<file path="config.mk">
export PLATFORM = sky130hd
export DESIGN_NAME = intr_presenter
export DESIGN_NICKNAME = d
export VERILOG_FILES = /design/src/rtl/ipr_pkg.sv /design/src/rtl/ipr_op_sel.sv /design/src/rtl/ipr_core.sv /design/src/rtl/ipr_notice.sv /design/src/rtl/intr_presenter.sv
export SDC_FILE = /design/constraint.sdc
export NUM_CORES = 1
export LEC_CHECK = 0
export ABC_AREA = 1
export ABC_CLOCK_PERIOD_IN_PS = 15700
export CORE_MARGIN = 2
export CORE_UTILIZATION = 40
export CTS_CLUSTER_SIZE = 20
export DETAILED_ROUTE_END_ITERATION = 16
export PLACE_DENSITY_LB_ADDON = 0.3
export SLEW_MARGIN = 20
export SYNTH_ARGS = -nofsm -noshare
export SYNTH_HDL_FRONTEND = slang
export SYNTH_SLANG_ARGS = --single-unit
export TNS_END_PERCENT = 20
</file>
<file path="constraint.sdc">
create_clock -name clk -period 15.7 [get_ports clk]
set_clock_uncertainty 0.05 [all_clocks]
set_input_delay 1.57 -clock clk [delete_from_list [all_inputs] [get_ports clk]]
set_output_delay 1.57 -clock clk [all_outputs]
set_load 0.1 [all_outputs]
</file>
<file path="src/rtl/ipr_pkg.sv">
package ipr_pkg;

   // Which operation group a cycle serves; order reflects precedence.
   typedef enum logic [1:0] {
      GRP_RUN = 2'd0,   // priority writes, IPI write, request (staged)
      GRP_ACC = 2'd1,   // accept read
      GRP_EOI = 2'd2    // end-of-interrupt
   } op_grp_e;

endpackage

</file>
<file path="src/rtl/ipr_op_sel.sv">
module ipr_op_sel (
   input  logic              eoi_we,
   input  logic              acc_rd,
   input  logic              req_valid,
   output ipr_pkg::op_grp_e  grp,
   output logic              req_defer
);
   import ipr_pkg::*;

   always_comb begin
      if (eoi_we)      grp = GRP_EOI;
      else if (acc_rd) grp = GRP_ACC;
      else             grp = GRP_RUN;
   end

   // a request that loses the cycle to eoi/accept is bounced
   assign req_defer = req_valid && (grp != GRP_RUN);

endmodule

</file>
<file path="src/rtl/ipr_core.sv">
module ipr_core #(
   parameter int PRIO_W  = 8,
   parameter int SRC_W   = 24,
   parameter int OWN_W   = 4,
   parameter int IPI_SRC = 2
) (
   input  logic                clk,
   input  logic                rst_n,
   input  ipr_pkg::op_grp_e    grp,
   input  logic                req_valid,
   input  logic [SRC_W-1:0]    req_src,
   input  logic [PRIO_W-1:0]   req_prio,
   input  logic [OWN_W-1:0]    req_owner,
   input  logic                cppr_we,
   input  logic [PRIO_W-1:0]   cppr_wdata,
   input  logic                ipi_we,
   input  logic [PRIO_W-1:0]   ipi_wdata,
   input  logic [PRIO_W-1:0]   eoi_cppr,
   output logic [PRIO_W-1:0]   cppr_o,
   output logic [SRC_W-1:0]    src_o,
   output logic [PRIO_W-1:0]   pend_o,
   output logic [PRIO_W-1:0]   ipi_o,
   output logic [OWN_W-1:0]    own_o,
   output logic                ownv_o,
   output logic                irq_o,
   output logic                disp_ev,
   output logic                refuse_ev,
   output logic                resend_ev
);
   import ipr_pkg::*;

   localparam logic [PRIO_W-1:0] NONE     = '1;
   localparam logic [SRC_W-1:0]  IPI_CODE = SRC_W'(IPI_SRC);

   typedef struct packed {
      logic [PRIO_W-1:0] cppr;
      logic [SRC_W-1:0]  src;
      logic [PRIO_W-1:0] pend;
      logic [PRIO_W-1:0] ipi;
      logic [OWN_W-1:0]  own;
      logic              ownv;
      logic              irq;
   } st_t;

   st_t cur, nxt;

   // Offer the IPI into the arbitration; flags an owned source pushed out.
   function automatic st_t ipi_offer(input st_t a, output logic bumped);
      st_t b;
      b      = a;
      bumped = 1'b0;
      if (!((a.src != '0) && (a.pend <= a.ipi))) begin
         bumped = (a.src != '0) && a.ownv;
         b.src  = IPI_CODE;
         b.pend = a.ipi;
         b.ownv = 1'b0;
         b.irq  = 1'b1;
      end
      return b;
   endfunction

   st_t  t;
   logic dv, dtmp, refuse, rs;

   always_comb begin
      t      = cur;
      dv     = 1'b0;
      dtmp   = 1'b0;
      refuse = 1'b0;
      rs     = 1'b0;
      case (grp)
         GRP_EOI: begin
            t.cppr = eoi_cppr;
            if (t.src == '0) begin
               if (t.ipi < t.cppr) t = ipi_offer(t, dtmp);
               rs = 1'b1;
            end
         end
         GRP_ACC: begin
            t.cppr = cur.pend;
            t.src  = '0;
            t.pend = NONE;
            t.ownv = 1'b0;
            t.irq  = 1'b0;
         end
         default: begin
            // stage 1: current-priority write
            if (cppr_we) begin
               t.cppr = cppr_wdata;
               if (cppr_wdata < cur.cppr) begin
                  if ((t.src != '0) && (cppr_wdata <= t.pend)) begin
                     dv     = t.ownv;
                     t.src  = '0;
                     t.pend = NONE;
                     t.ownv = 1'b0;
                     t.irq  = 1'b0;
                  end
               end else if (t.src == '0) begin
                  if (t.ipi < t.cppr) begin
                     t  = ipi_offer(t, dtmp);
                     dv = dv | dtmp;
                  end
                  rs = 1'b1;
               end
            end
            // stage 2: IPI priority write
            if (ipi_we) begin
               t.ipi = ipi_wdata;
               if (t.ipi < t.cppr) begin
                  t  = ipi_offer(t, dtmp);
                  dv = dv | dtmp;
               end
            end
            // stage 3: incoming request
            if (req_valid) begin
               if ((req_prio >= t.cppr) || ((t.src != '0) && (t.pend <= req_prio))) begin
                  refuse = 1'b1;
               end else begin
                  dv     = dv | ((t.src != '0) && t.ownv);
                  t.src  = req_src;
                  t.own  = req_owner;
                  t.ownv = 1'b1;
                  t.pend = req_prio;
                  t.irq  = 1'b1;
               end
            end
         end
      endcase
      nxt = t;
   end

   always_ff @(posedge clk) begin
      if (!rst_n) begin
         cur.cppr <= '0;
         cur.src  <= '0;
         cur.pend <= NONE;
         cur.ipi  <= NONE;
         cur.own  <= '0;
         cur.ownv <= 1'b0;
         cur.irq  <= 1'b0;
      end else begin
         cur <= nxt;
      end
   end

   assign cppr_o    = cur.cppr;
   assign src_o     = cur.src;
   assign pend_o    = cur.pend;
   assign ipi_o     = cur.ipi;
   assign own_o     = cur.own;
   assign ownv_o    = cur.ownv;
   assign irq_o     = cur.irq;
   assign disp_ev   = dv;
   assign refuse_ev = refuse;
   assign resend_ev = rs;

   // line register and source register are written by separate terms
   p_line_tracks_src_r2: assert property (@(posedge clk) disable iff (!rst_n)
      cur.irq == (cur.src != '0));

   p_idle_pend_none_r5: assert property (@(posedge clk) disable iff (!rst_n)
      (cur.src == '0) |-> (cur.pend == NONE));

   p_quiet_hold_r10: assert property (@(posedge clk) disable iff (!rst_n)
      (grp == GRP_RUN && !cppr_we && !ipi_we && !req_valid)
      |=> ($stable(cur.cppr) && $stable(cur.src) && $stable(cur.ipi)));

endmodule

</file>
<file path="src/rtl/ipr_notice.sv">
module ipr_notice #(
   parameter int SRC_W      = 24,
   parameter int OWN_W      = 4,
   parameter bit NOTICE_REG = 1'b1
) (
   input  logic              clk,
   input  logic              rst_n,
   input  logic              disp_ev,
   input  logic [SRC_W-1:0]  disp_src_in,
   input  logic [OWN_W-1:0]  disp_own_in,
   input  logic              nack_ev,
   input  logic              eoi_ev,
   input  logic [SRC_W-1:0]  eoi_src_in,
   input  logic              resend_ev,
   output logic              disp_valid,
   output logic [SRC_W-1:0]  disp_src,
   output logic [OWN_W-1:0]  disp_owner,
   output logic              nack,
   output logic              eoi_valid,
   output logic [SRC_W-1:0]  eoi_src,
   output logic              resend
);

   generate
      if (NOTICE_REG) begin : g_reg
         always_ff @(posedge clk) begin
            if (!rst_n) begin
               disp_valid <= 1'b0;
               disp_src   <= '0;
               disp_owner <= '0;
               nack       <= 1'b0;
               eoi_valid  <= 1'b0;
               eoi_src    <= '0;
               resend     <= 1'b0;
            end else begin
               disp_valid <= disp_ev;
               disp_src   <= disp_ev ? disp_src_in : '0;
               disp_owner <= disp_ev ? disp_own_in : '0;
               nack       <= nack_ev;
               eoi_valid  <= eoi_ev;
               eoi_src    <= eoi_ev ? eoi_src_in : '0;
               resend     <= resend_ev;
            end
         end
      end else begin : g_comb
         assign disp_valid = disp_ev;
         assign disp_src   = disp_ev ? disp_src_in : '0;
         assign disp_owner = disp_ev ? disp_own_in : '0;
         assign nack       = nack_ev;
         assign eoi_valid  = eoi_ev;
         assign eoi_src    = eoi_ev ? eoi_src_in : '0;
         assign resend     = resend_ev;
      end
   endgenerate

endmodule

</file>
<file path="src/rtl/intr_presenter.sv">
module intr_presenter #(
   parameter int PRIO_W     = 8,
   parameter int SRC_W      = 24,
   parameter int OWN_W      = 4,
   parameter int IPI_SRC    = 2,
   parameter bit NOTICE_REG = 1'b1
) (
   input  logic                       clk,
   input  logic                       rst_n,
   input  logic                       req_valid,
   input  logic [SRC_W-1:0]           req_src,
   input  logic [PRIO_W-1:0]          req_prio,
   input  logic [OWN_W-1:0]           req_owner,
   input  logic                       acc_rd,
   input  logic                       cppr_we,
   input  logic [PRIO_W-1:0]          cppr_wdata,
   input  logic                       ipi_we,
   input  logic [PRIO_W-1:0]          ipi_wdata,
   input  logic                       eoi_we,
   input  logic [PRIO_W+SRC_W-1:0]    eoi_wdata,
   output logic [PRIO_W+SRC_W-1:0]    pres_word,
   output logic [PRIO_W-1:0]          ipi_prio,
   output logic                       irq_out,
   output logic                       nack,
   output logic                       disp_valid,
   output logic [SRC_W-1:0]           disp_src,
   output logic [OWN_W-1:0]           disp_owner,
   output logic                       eoi_valid,
   output logic [SRC_W-1:0]           eoi_src,
   output logic                       resend
);
   import ipr_pkg::*;

   localparam int WORD_W = PRIO_W + SRC_W;

   initial begin
      assert (PRIO_W >= 2 && PRIO_W <= 16) else $error("PRIO_W out of range");
      assert (SRC_W >= 2 && SRC_W <= 30) else $error("SRC_W out of range");
      assert (OWN_W >= 1) else $error("OWN_W must be at least 1");
      assert (IPI_SRC > 0 && IPI_SRC < (1 << SRC_W)) else $error("IPI_SRC must be a nonzero source");
   end

   op_grp_e            grp;
   logic               req_defer;
   logic [PRIO_W-1:0]  cppr_q, pend_q;
   logic [SRC_W-1:0]   src_q;
   logic [OWN_W-1:0]   own_q;
   logic               ownv_q;
   logic               disp_ev, refuse_ev, resend_ev;

   ipr_op_sel u_sel (
      .eoi_we    (eoi_we),
      .acc_rd    (acc_rd),
      .req_valid (req_valid),
      .grp       (grp),
      .req_defer (req_defer)
   );

   ipr_core #(
      .PRIO_W  (PRIO_W),
      .SRC_W   (SRC_W),
      .OWN_W   (OWN_W),
      .IPI_SRC (IPI_SRC)
   ) u_core (
      .clk        (clk),
      .rst_n      (rst_n),
      .grp        (grp),
      .req_valid  (req_valid),
      .req_src    (req_src),
      .req_prio   (req_prio),
      .req_owner  (req_owner),
      .cppr_we    (cppr_we),
      .cppr_wdata (cppr_wdata),
      .ipi_we     (ipi_we),
      .ipi_wdata  (ipi_wdata),
      .eoi_cppr   (eoi_wdata[WORD_W-1:SRC_W]),
      .cppr_o     (cppr_q),
      .src_o      (src_q),
      .pend_o     (pend_q),
      .ipi_o      (ipi_prio),
      .own_o      (own_q),
      .ownv_o     (ownv_q),
      .irq_o      (irq_out),
      .disp_ev    (disp_ev),
      .refuse_ev  (refuse_ev),
      .resend_ev  (resend_ev)
   );

   ipr_notice #(
      .SRC_W      (SRC_W),
      .OWN_W      (OWN_W),
      .NOTICE_REG (NOTICE_REG)
   ) u_notice (
      .clk         (clk),
      .rst_n       (rst_n),
      .disp_ev     (disp_ev),
      .disp_src_in (src_q),
      .disp_own_in (own_q),
      .nack_ev     (refuse_ev | req_defer),
      .eoi_ev      (grp == GRP_EOI),
      .eoi_src_in  (eoi_wdata[SRC_W-1:0]),
      .resend_ev   (resend_ev),
      .disp_valid  (disp_valid),
      .disp_src    (disp_src),
      .disp_owner  (disp_owner),
      .nack        (nack),
      .eoi_valid   (eoi_valid),
      .eoi_src     (eoi_src),
      .resend      (resend)
   );

   assign pres_word = {cppr_q, src_q};

   generate
      if (NOTICE_REG) begin : g_chk
         p_disp_names_prior_r4: assert property (@(posedge clk) disable iff (!rst_n)
            disp_valid |-> ($past(ownv_q) && disp_src == $past(src_q) && disp_owner == $past(own_q)));

         p_eoi_loads_prio_r9: assert property (@(posedge clk) disable iff (!rst_n)
            eoi_valid |-> (cppr_q == $past(eoi_wdata[WORD_W-1:SRC_W])
                           && eoi_src == $past(eoi_wdata[SRC_W-1:0])));

         p_nack_needs_req_r3: assert property (@(posedge clk) disable iff (!rst_n)
            nack |-> $past(req_valid));

         p_accept_drops_line_r5: assert property (@(posedge clk) disable iff (!rst_n)
            ($past(acc_rd) && !$past(eoi_we)) |-> (!irq_out && pend_q == '1));
      end
   endgenerate

endmodule

</file>
Word level (Yosys, flattened, before mapping)
Cells that the tools add are included.

Equal/unequal tests: 4. Reductions and logical operators: 21. Order comparisons: 9. Bitwise logic cells: 5. Mux-type cells: 51.

Operator list (count): $mux 46 (6); $mux 32 (6); $mux 54 (3); $pmux 40 s2 (1); $reduce_bool 24->1 (3); $le 8x8->1 (4); $lt 8x8->1 (4); $logic_not 24->1 (1); $mux 1 (24); $pmux 12 s2 (1); $mux 12 (1); $mux 6 (2); $mux 2 (5); $ge 8x8->1 (1); $logic_and 1x1->1 (8); $reduce_and 2->1 (4); $ne 2x2->1 const B (2); $pmux 2 s2 (1); $reduce_bool 2->1 (2); $or 1x1->1 (3); $reduce_and 3->1 (1); $eq 2x1->1 const B (1); $eq 2x2->1 const B (1); $not 1->1 (2); other kinds (3) (3).

Word-level logic and storage cells: 104. Output and inout port bits: 97. Register bits after elaboration: 110.

Longest topological paths before layout
Depth after elaboration: 23. Mapped depth: 41.

By module
From an unflattened synthesis, not the netlist that was laid out.

Cell total of the unflattened synthesis: 1059. Area total of the unflattened synthesis: 7076.8 um^2.

Modules (own cells, without submodules): ipr_core (instances 1, area an instance 5431.5 um^2, sequential area each 1081.0 um^2, cells each 875); ipr_notice (instances 1, area an instance 1597.8 um^2, sequential area each 1121.1 um^2, cells each 173); ipr_op_sel (instances 1, area an instance 26.3 um^2, sequential area each 0.0 um^2, cells each 6); intr_presenter (instances 1, area an instance 21.3 um^2, sequential area each 0.0 um^2, cells each 5).

Least setup slack after synthesis
OpenSTA, ideal clock, no wires.

Path type: input -> register. From: input port cppr_wdata[7]. To: register u_notice.disp_src[19]. Path slack: 9783 ps. Data arrival time: 5749 ps. Stages on the path: 34. Data required time: 15532 ps. Cells stage by stage: ha_1 nand2_1 a21oi_1 nor2_1 nand2_1 a21oi_1 nand3_2 buf_6 nand2_4 clkbuf_1 o22ai_1 inv_1 ha_1 a21oi_1 o21ai_0 nand2_1 o211ai_1 o21ai_0 nand2_1 nand2_4 clkbuf_1 o21ai_0 ha_1 a21oi_1 o21a_1 o221ai_1 o21ai_0 nand2_4 nand3_4 nor2_1 o21ai_1 buf_4 buf_6 nor2_2.

Longest elaborated chain between the ends: 21. Elaborated cells on any way between the ends: 47. Classes of those cells: 7 x order compare; 29 x mux; 2 x bitwise; 9 x reduce/logical.

RTL lines: start, declared (line intr_presenter.sv:16) `input logic [PRIO_W-1:0] cppr_wdata,`; branches (longest 18 deep; another with $lt 8x8->1); $mux 1 * (line ipr_core.sv:115) `if (req_valid) begin`; $mux 1 * (line ipr_core.sv:71) `case (grp)`; $reduce_and 2->1 (no source line) *; end signal, assigned (line ipr_notice.sv:37) `disp_src <= disp_ev ? disp_src_in : '0;`; end, declared (line ipr_notice.sv:16) `output logic [SRC_W-1:0] disp_src,`.

Every way passes the cells marked *. The select of a mux whose other input is x is not followed. A chain may end at the register's enable or synchronous reset.

Final worst setup path
From: input port cppr_we. To: register u_core.cur (netlist bit u_core.src_o[10]).

Longest elaborated chain between the ends: 14. Elaborated cells on any way between the ends: 18. Classes of those cells: 4 x order compare; 9 x mux; 5 x reduce/logical.

RTL lines: start, declared (line intr_presenter.sv:15) `input logic cppr_we,`; $mux 54 * (line ipr_core.sv:88) `if (cppr_we) begin`; $mux 54 * (line ipr_core.sv:71); $le 8x8->1 / $reduce_bool 24->1 (equally long branches) (line ipr_core.sv:52) `if (!((a.src != '0) && (a.pend <= a.ipi))) begin`; $logic_and 1x1->1 (line ipr_core.sv:52); $mux 32 (line ipr_core.sv:52); $mux 46 (line ipr_core.sv:109) `if (t.ipi < t.cppr) begin`; $mux 46 (line ipr_core.sv:107) `if (ipi_we) begin`; $mux 54 * (line ipr_core.sv:71); $le 8x8->1 / $reduce_bool 24->1 (equally long branches) (line ipr_core.sv:116) `if ((req_prio >= t.cppr) || ((t.src != '0) && (t.pend <= req_prio))) begin`; $logic_and 1x1->1 (line ipr_core.sv:116); $logic_or 1x1->1 (line ipr_core.sv:116); $mux 32 (line ipr_core.sv:116); $mux 32 * (line ipr_core.sv:115); $pmux 40 s2 * (line ipr_core.sv:71); end signal, assigned (line ipr_core.sv:142) `cur <= nxt;`; end, declared (line ipr_core.sv:45) `st_t cur, nxt;`.

Mark *: on every way between the ends. The rest lies on a longest branch, timed or not. The select of a mux whose other input is x is not followed.

==> metrics.md <==
| Metric | Value |
|---|---|
| Outcome | finished, final reports clean |
| Worst VDD drop | 56.83 uV |
| Worst Path Required | 15.94 ns |
| Hpwl dp | approximately 16000 um |
| Maxcap violations | 0 |
| Clk pin slew, worst setup/hold paths | around 0.08 ns |
| Slowest-stage cell, CP | clkdlybuf4s50_1 |
| R2R Path Start | u_core.ipi_o[7] |
| Cts bufs inserted | 9 |
| Area delta synth->final | 35.19% |
| Post-synth EDFFs | 0 |
| Seq. cell area | around 2200 um2 |
| Period utilization | a little under half |
| Root buffer cell | clkbuf_16 |
| # port buffers | roughly 190 |
| Crit path from | cppr_we |
| Critical Path AT | about 7.5 ns |
| Grt ovf | 0 |
| Multi-input logic area | 3601 um2 |
| Fill cells | 1628 |
| Initial antenna violation count | 0 |
| Mapped cell area | between 6000 and 7000 um2 |
| Final Setup Violations | 0 |
| Post-route core utilization | approximately 55% |
| Worst flop-to-flop path endpoint | u_core.src_o[10] |
| Static Leak | about 0.0043 uW |
| Mapped Cells | ~990 |
| Yosys top cell area share | 32.95% |
| Row count | 47 |
| Avg Vias per Cell | 5.002 |
| Top post-synthesis cells by area | dfxtp_1, ha_1, nand2_1, inv_1, nor2_1 |
| Cell taking the most area after synthesis | dfxtp_1 |
| Final ANT Viol Nets | 0 |
| Hold WC Path Type | reg -> reg |
| Setup TNS | 0 ns |
| R2r worst-path depth | 35 |
| Most used cell, CP | inv_1 |
| Worst setup EP type | register |
| R2R setup slack | 9.32 ns |
| # DRC | 0 |
| Worst slew pin tran | 1.016 ns |
| Drt total wl | ~20000 um |
| Most frequent cells in the layout | clkdlybuf4s50_1, nand2_1, inv_1 |
| Clock sink count | 110 |
| First-pass GRT wire length | 33060 um |
| Initial Utilization | 40.59% |
| # IOs | approximately 190 |
| Final count of hold timing violations | 0 |
| Post-synth top flop | dfxtp_1 |
| Final Net Count | approximately 1300 |
| Share of cells above drive strength 1 | 4.573% |
| CTS tree | built |
| ANT cells | 0 |
| CP peak stage delay | 0.86 ns |
| Die X | 133.3 um |
| Initial DRC Count | approximately 480 |
| Critical path launch point type | primary input |
| Die height | 133.3 um |
| Pre-antenna DRT Iters | 5 |
| Core area | 16470 um2 |
| DR WL/cell | 14.84 um |
| Slew HR | roughly a third |
| Kind of critical path | in -> reg |
| RSZ-0062 raised after global routing | false |
| Synthesized flop and latch total | 110 |
| Clk buf depth | 2 |
| YS warnings | 0 |
| Slew Limit Fails | 0 |
| Synth Net Count | 1148 |
| Post-synthesis sequential area ratio | approximately a third |
| Yosys cell types | 38 |
| Setup bufs post-CTS | 0 |
| Critical path peak fanout | 27 |
| Commonest non-fill, non-tap cell in the layout | clkdlybuf4s50_1 |
| Vias in the first global route | approximately 6500 |
| Pwr Density | 96.14 nW/um2 |
| Gp weighted congestion | 0.9322 |
| Tot Pwr | between 800 and 900 uW |
| CP Capture Point | u_core.src_o[10] |
| Min Tclk post-route | 7.296 ns |
| H-Tree Depth | 3 |
| CTS resizes | 0 |
| Async SR Flop Fraction | 0% |
| Fmax | about 140 MHz |
| Avg Cell Area, Syn | 6.758 um2 |
| Global-route usage over all layers | 23.01% |
| Via count | ~7000 |
| Skew-Pair Late Insertion Delay | approximately 0.36 ns |
| Cts hold-fix bufs | 0 |
| Die area | around 18000 um2 |
| Largest net degree at the start of global routing | 45 |
## sequential cells by signal (all words and copies together), names as in the netlist
| name | flops |
|---|---|
| u_core.irq_o | 1 |
| u_core.ipi_o | 8 |
| u_core.src_o | 24 |
| u_core.pend_o | 8 |
| u_notice.nack | 1 |
| u_notice.disp_src | 24 |
| u_notice.disp_valid | 1 |
| u_notice.resend | 1 |
| u_notice.eoi_valid | 1 |
| u_notice.eoi_src | 24 |
| u_notice.disp_owner | 4 |
| u_core.ownv_o | 1 |
| u_core.own_o | 4 |
| u_core.cppr_o | 8 |
## routing by layer
layer	wire, um	track usage [%]	share of wire, %	vias up
met3	1401	2.588	6.8	30
met5	0	0	0	-
met2	9331	38.17	46	277
li1	-	-	-	3475
met1	9387	32.06	46	3116
met4	338	5.615	1.7	0
## critical path, delay by kind of cell
family	cells	cell delay, ns
compound gates	10	1.15
fa+ha+maj	2	0.42
buf+inv	6	1.34
simple gates	14	3.01
## cell families after synthesis
kind of cell             synth area share (%)
AND/OR/NAND/NOR                         27.50
AO/OA/AOI/OAI                           13.53
adder cells (fa/ha/maj)                 12.73
flip-flops                              32.95
buffers and inverters                   13.29
## synth_stat cells (15+ instances only)
cell type  instances
dfxtp_1          110
a21oi_1           44
ha_1              68
inv_1            182
o211ai_1          19
nand3_1           43
clkbuf_1          26
nand4_1           21
o21ai_0           64
o22ai_1           15
nor2_1           136
nand2_1          185
## metrics by stage
| step | cell area [um2] | hold slack (ns) | setup WS (ns) | std cells |
|---|---|---|---|---|
| 2_1_floorplan | 6684 | 0.3779 | 9.783 | 989 |
| 3_3_place_gp | 8712 | 0.3897 | 8.327 | 1363 |
| 3_5_place_dp | 8712 | 0.3909 | 8.187 | 1363 |
| 4_1_cts | 9036 | 0.4035 | 8.515 | 1379 |
| 5_1_grt | 9036 | 0.4192 | 7.805 | 1379 |
| 6_report | 9036 | 0.4028 | 8.404 | 1379 |
## power breakdown
group	leakage [uW]	internal (uW)	switching [uW]
logic	0.00329	101	212
clock network	0.000156	133	117
registers	0.000900	292	14.7
## how the worst min path moves through the flow
stage               slack (ns)  depth (start not counted)                      to       startpoint
detailed placement        0.39                          2  u_notice.disp_owner[3]  u_core.own_o[3]
CTS                       0.40                          2  u_notice.disp_owner[3]  u_core.own_o[3]
global route              0.42                          2  u_notice.disp_owner[0]  u_core.own_o[0]
global placement          0.39                          2  u_notice.disp_owner[1]  u_core.own_o[1]
finish                    0.40                          2  u_notice.disp_owner[3]  u_core.own_o[3]
floorplan                 0.38                          2  u_notice.disp_owner[0]  u_core.own_o[0]
## final cells by class
type	count	share of cell area [%]
multi-input combinational	650	39.85
timing repair buffer	194	21.30
inverter	189	7.851
sequential	110	24.37
clock buffer	10	2.645
clock inverter	6	0.9416
tap	220	3.046
(Power assumes the default switching activity.)
